==> config.mk <==
export PLATFORM = sky130hd
export DESIGN_NAME = manchester_tx_encoder
export DESIGN_NICKNAME = d
export VERILOG_FILES = /design/src/rtl/manchester_tx_encoder.sv
export SDC_FILE = /design/constraint.sdc
export NUM_CORES = 1
export LEC_CHECK = 0
export CORE_AREA = 4 4 41 43
export CTS_CLUSTER_DIAMETER = 40
export DETAILED_ROUTE_END_ITERATION = 8
export DIE_AREA = 0 0 45 47
export PLACE_DENSITY_LB_ADDON = 0.12
export SYNTH_ARGS = -nofsm -noshare
export SYNTH_HDL_FRONTEND = slang
export SYNTH_SLANG_ARGS = --single-unit
==> constraint.sdc <==
create_clock -name clk_ref -period 1.08 [get_ports clk_ref]
set_clock_uncertainty 0.05 [all_clocks]
set_input_delay 0.108 -clock clk_ref [delete_from_list [all_inputs] [get_ports clk_ref]]
set_output_delay 0.108 -clock clk_ref [all_outputs]
set_load 0.1 [all_outputs]
==> src/rtl/manchester_tx_encoder.sv <==
module manchester_tx_encoder #(
  parameter int unsigned TAIL_CYC = 4
) (
  input  logic clk_ref,
  input  logic rst_n,
  input  logic tx_en,
  input  logic tx_data,
  input  logic idle_zero,
  input  logic loop_en,
  output logic tx_clk,
  output logic line_p,
  output logic line_n,
  output logic loop_data
);
  localparam int unsigned TW = $clog2(TAIL_CYC + 1);

  logic          ph;
  logic          act;
  logic          bit_q;
  logic          enc;
  logic [TW-1:0] tail;
  logic          idle;

  always_ff @(posedge clk_ref or negedge rst_n) begin
    if (!rst_n) begin
      ph    <= 1'b0;
      act   <= 1'b0;
      bit_q <= 1'b0;
      enc   <= 1'b1;
      tail  <= '0;
    end else begin
      ph <= ~ph;
      if (!ph && tx_en) begin
        act   <= 1'b1;
        bit_q <= tx_data;
        enc   <= ~tx_data;
        tail  <= '0;
      end else if (!ph && act) begin
        act  <= 1'b0;
        enc  <= 1'b1;
        tail <= TW'(TAIL_CYC);
      end else begin
        if (act) enc <= bit_q;
        if (tail != '0) tail <= tail - 1'b1;
      end
    end
  end

  assign idle      = !act && (tail == '0);
  assign tx_clk    = ph;
  assign loop_data = enc;
  assign line_p    = !loop_en && (idle ? !idle_zero : enc);
  assign line_n    = !loop_en && !idle && !enc;


  clk_toggle_chk: assert property (@(posedge clk_ref) disable iff (!rst_n)
    1'b1 |=> (tx_clk != $past(tx_clk)));


  mid_transition_chk: assert property (@(posedge clk_ref) disable iff (!rst_n)
    (act && ph) |=> (loop_data != $past(loop_data)));


  end_high_chk: assert property (@(posedge clk_ref) disable iff (!rst_n)
    $fell(act) |-> loop_data);


  tail_high_chk: assert property (@(posedge clk_ref) disable iff (!rst_n)
    (tail != '0) |-> (!act && loop_data));


  half_step_idle_chk: assert property (@(posedge clk_ref) disable iff (!rst_n)
    (idle && !loop_en && !idle_zero) |-> (line_p && !line_n));
endmodule

==> results.toml <==
[grt]
overflow = 0
grt_use_met1_pct = 11.6
grt_max_degree = 8
grt_pass1_wl_um = 1700
grt_pass1_vias = 421
grt_usage_pct = 11.4
use_met3_pct = 4.21
antenna_found_initial = 0
gr-usage-met2_pct = 21.8
busiest_layer = "met2"

[power_and_ir_drop]
p_clk_share_pct = 17.5
leakagePower_nw = 0.341
finalPower_mw = 1.38
p_switching_mw = 0.502
switching_share_pct = 36.3
p_per_area_nw_per_um2 = 1840
irDropWorstVdd_mv = 1.08
seqPwrFrac_pct = 25.2
combPwrFrac_pct = 57.3
p_int_mw = 0.883

[clocking]
cts_buffer_depth = 2
cts_sinks = 7
cts-root-buf = "clkbuf_4"
h-tree-depth = 1
cts_tree = "done"
numCtsBuffers = 3
cts.clk_slew.worst_paths_ns = 0.06
clk_latency_ns = 0.25

[worst_setup_path]
crit_family = "flip-flops"
cp-end-kind = "output port"
crit_required_ns = 0.92
crit_slowest_cell = "dfrtp_1"
crit_chain = "inv_2 > ha_4 > nor3b_4 > nor2_2 > a211oi_4 > buf_12"
slowest_delay_ns = 0.37
path_class = "reg2out"
crit_fanout = 3
crit_buf_inv = 2
cp.arrival_ns = 1.54
start_kind = "register"

[finish]
area_growth_pct = 104
regArea_um2 = 184
final_cell_mix = "buf_4 (9), dfrtp_1 (5), clkdlybuf4s50_1 (5)"
final_core_util_pct = 57.7
final_layout_size_suffix_gt1_share_pct = 63.3
stdcell_count = 75
multi_input_area_um2 = 264
n_antenna_cell = 0
fillers = 112
finalNetCount = 69
final_common_cell = "buf_4"

[placed_design]
post-place-ws_ns = -0.446
dp.cells = 67
dp_hpwl_um = 690
place_congestion = 0.719
portBuffers = 9

[timing]
finalSetupViolations = 9
period_needed_ns = 1.70
tns_ns = -1.95
max_freq_mhz = 589
rsz0062_at_grt = "yes"
max-slew-margin-rel_pct = 77.3
finalHoldViolations = 0
timing.final.crit_share_pct = 157
setup_ws_ns = -0.619
maxSlewViolCount = 0
tightest_slew_ns = 0.340

[route]
vias = 351
antenna_left = 0
via_per_inst = 4.68
drc = 0
drt_iter0_drc = 1
first_pass_iters = 2
wl_per_cell_um = 12.3
routed_wl_um = 922

[floorplanning]
rows = 13
initial_core_util_pct = 28.3
die_height_um = 47
coreArea_um2 = 1300
die_area_um2 = 2120
io_pins = 10
fp.dieW_um = 45

[synth]
seq_area_frac_synth_pct = 48.0
syn_area_um2 = 368
ys_ff_latch = 7
synth.distinct_cells = 21
synth_area_per_cell_um2 = 10.8
ys.warnings.count = 0
postSynthCellCount = 34
synth_fp_nets = 42

[outcome]
status = "complete, but fails checks"
violations = "negative setup slack"

[worst_hold_path]
hp-class = "in2async"

[flow_run]
max_cap_violations = 0
per-layer routing:
layer	part of all wire (%)	routed length, um
met5	0	0
met4	0	0
met3	6.7	62
met2	54	496
met1	39	363
what timing repair did:
item | in CTS | in global routing
gates resized for setup | 9 | 2
hold buffers | 0 | 0
setup buffers | 7 | 2
pin swaps | 4 | 1
setup endpoints to repair | 9 | 9
power groups by stage:
stage	clock network, mW	registers [mW]	logic (mW)
after floorplan	0	0.384	0.383
after global routing	0.266	0.356	0.860
final	0.242	0.350	0.793
after global placement	0	0.352	0.632
after CTS	0.249	0.349	0.807
after detailed placement	0	0.355	0.657
cell families after synthesis:
logic type,Yosys count,synth area share (%)
adders and majority gates,2,6.80
muxes,2,5.78
AOI/OAI and AO/OA,6,15.0
buffers and inverters,4,4.08
xor gates and xnor gates,1,2.38
and+or+nand+nor,12,18.0
DFF,7,48.0
final cells by class:
cell class / instances / area share, %
Multi-Input combinational cell: 23 / 35.2
Timing Repair Buffer: 22 / 32.3
Sequential cell: 7 / 24.5
Clock buffer: 4 / 3.50
Tap cell: 15 / 2.50
Inverter: 4 / 2.00
state kept, by name, summed over array words and instances (netlist names):
name,flops
bit_q,1
act,1
tail,3
loop_data,1
tx_clk,1
worst reg2reg max path, cell delays in order (launching register included):
cell and delay [ns]:
dfstp_4 0.62, buf_6 0.12, buf_6 0.10, mux2i_2 0.06
a221oi_2 0.24
Yosys cell counts, drive strengths merged:
master / count / share of area [%]
dfrtp: 6 / 41
inv: 4 / 4.1
nand2: 3 / 3.1
ha: 2 / 6.8
nand2b: 2 / 3.4
nor2: 2 / 2.0
nor3: 2 / 2.7
a211oi: 1 / 2.0
a221oi: 1 / 4.1
a32oi: 1 / 2.4
and2: 1 / 1.7
dfstp: 1 / 7.1
mux2: 1 / 3.1
mux2i: 1 / 2.7
nor2b: 1 / 1.7
nor3b: 1 / 3.4
o211a: 1 / 2.7
o21ai: 1 / 1.4
o41ai: 1 / 2.4
xnor2: 1 / 2.4
path summary, 6_finish.rpt:
| check | startpoint | to | slack [ns] | cells after the start |
|---|---|---|---|---|
| min reg2reg | bit_q$_DFFE_PN0P_ | bit_q$_DFFE_PN0P_ | 0.49 | 1 |
| min | rst_n | tx_clk$_DFF_PN0_ | 0.07 | 1 |
| min in group clk_ref | tx_data | loop_data$_DFFE_PN1P_ | 0.38 | 2 |
| max reg2reg | loop_data$_DFFE_PN1P_ | loop_data$_DFFE_PN1P_ | -0.19 | 4 |
| max in group asynchronous | rst_n | loop_data$_DFFE_PN1P_ | 0.61 | 1 |
| max | tail[0]$_DFFE_PN0P_ | line_p | -0.62 | 6 |
through the flow:
stage,hold WS (ns),instance area [um2]
after CTS,0.0881,754
final,0.0740,751
after floorplan,-0.238,432
after detailed placement,0.357,648
after global placement,0.335,648
after global routing,0.0840,751
Power figures use the tool's default switching activity.
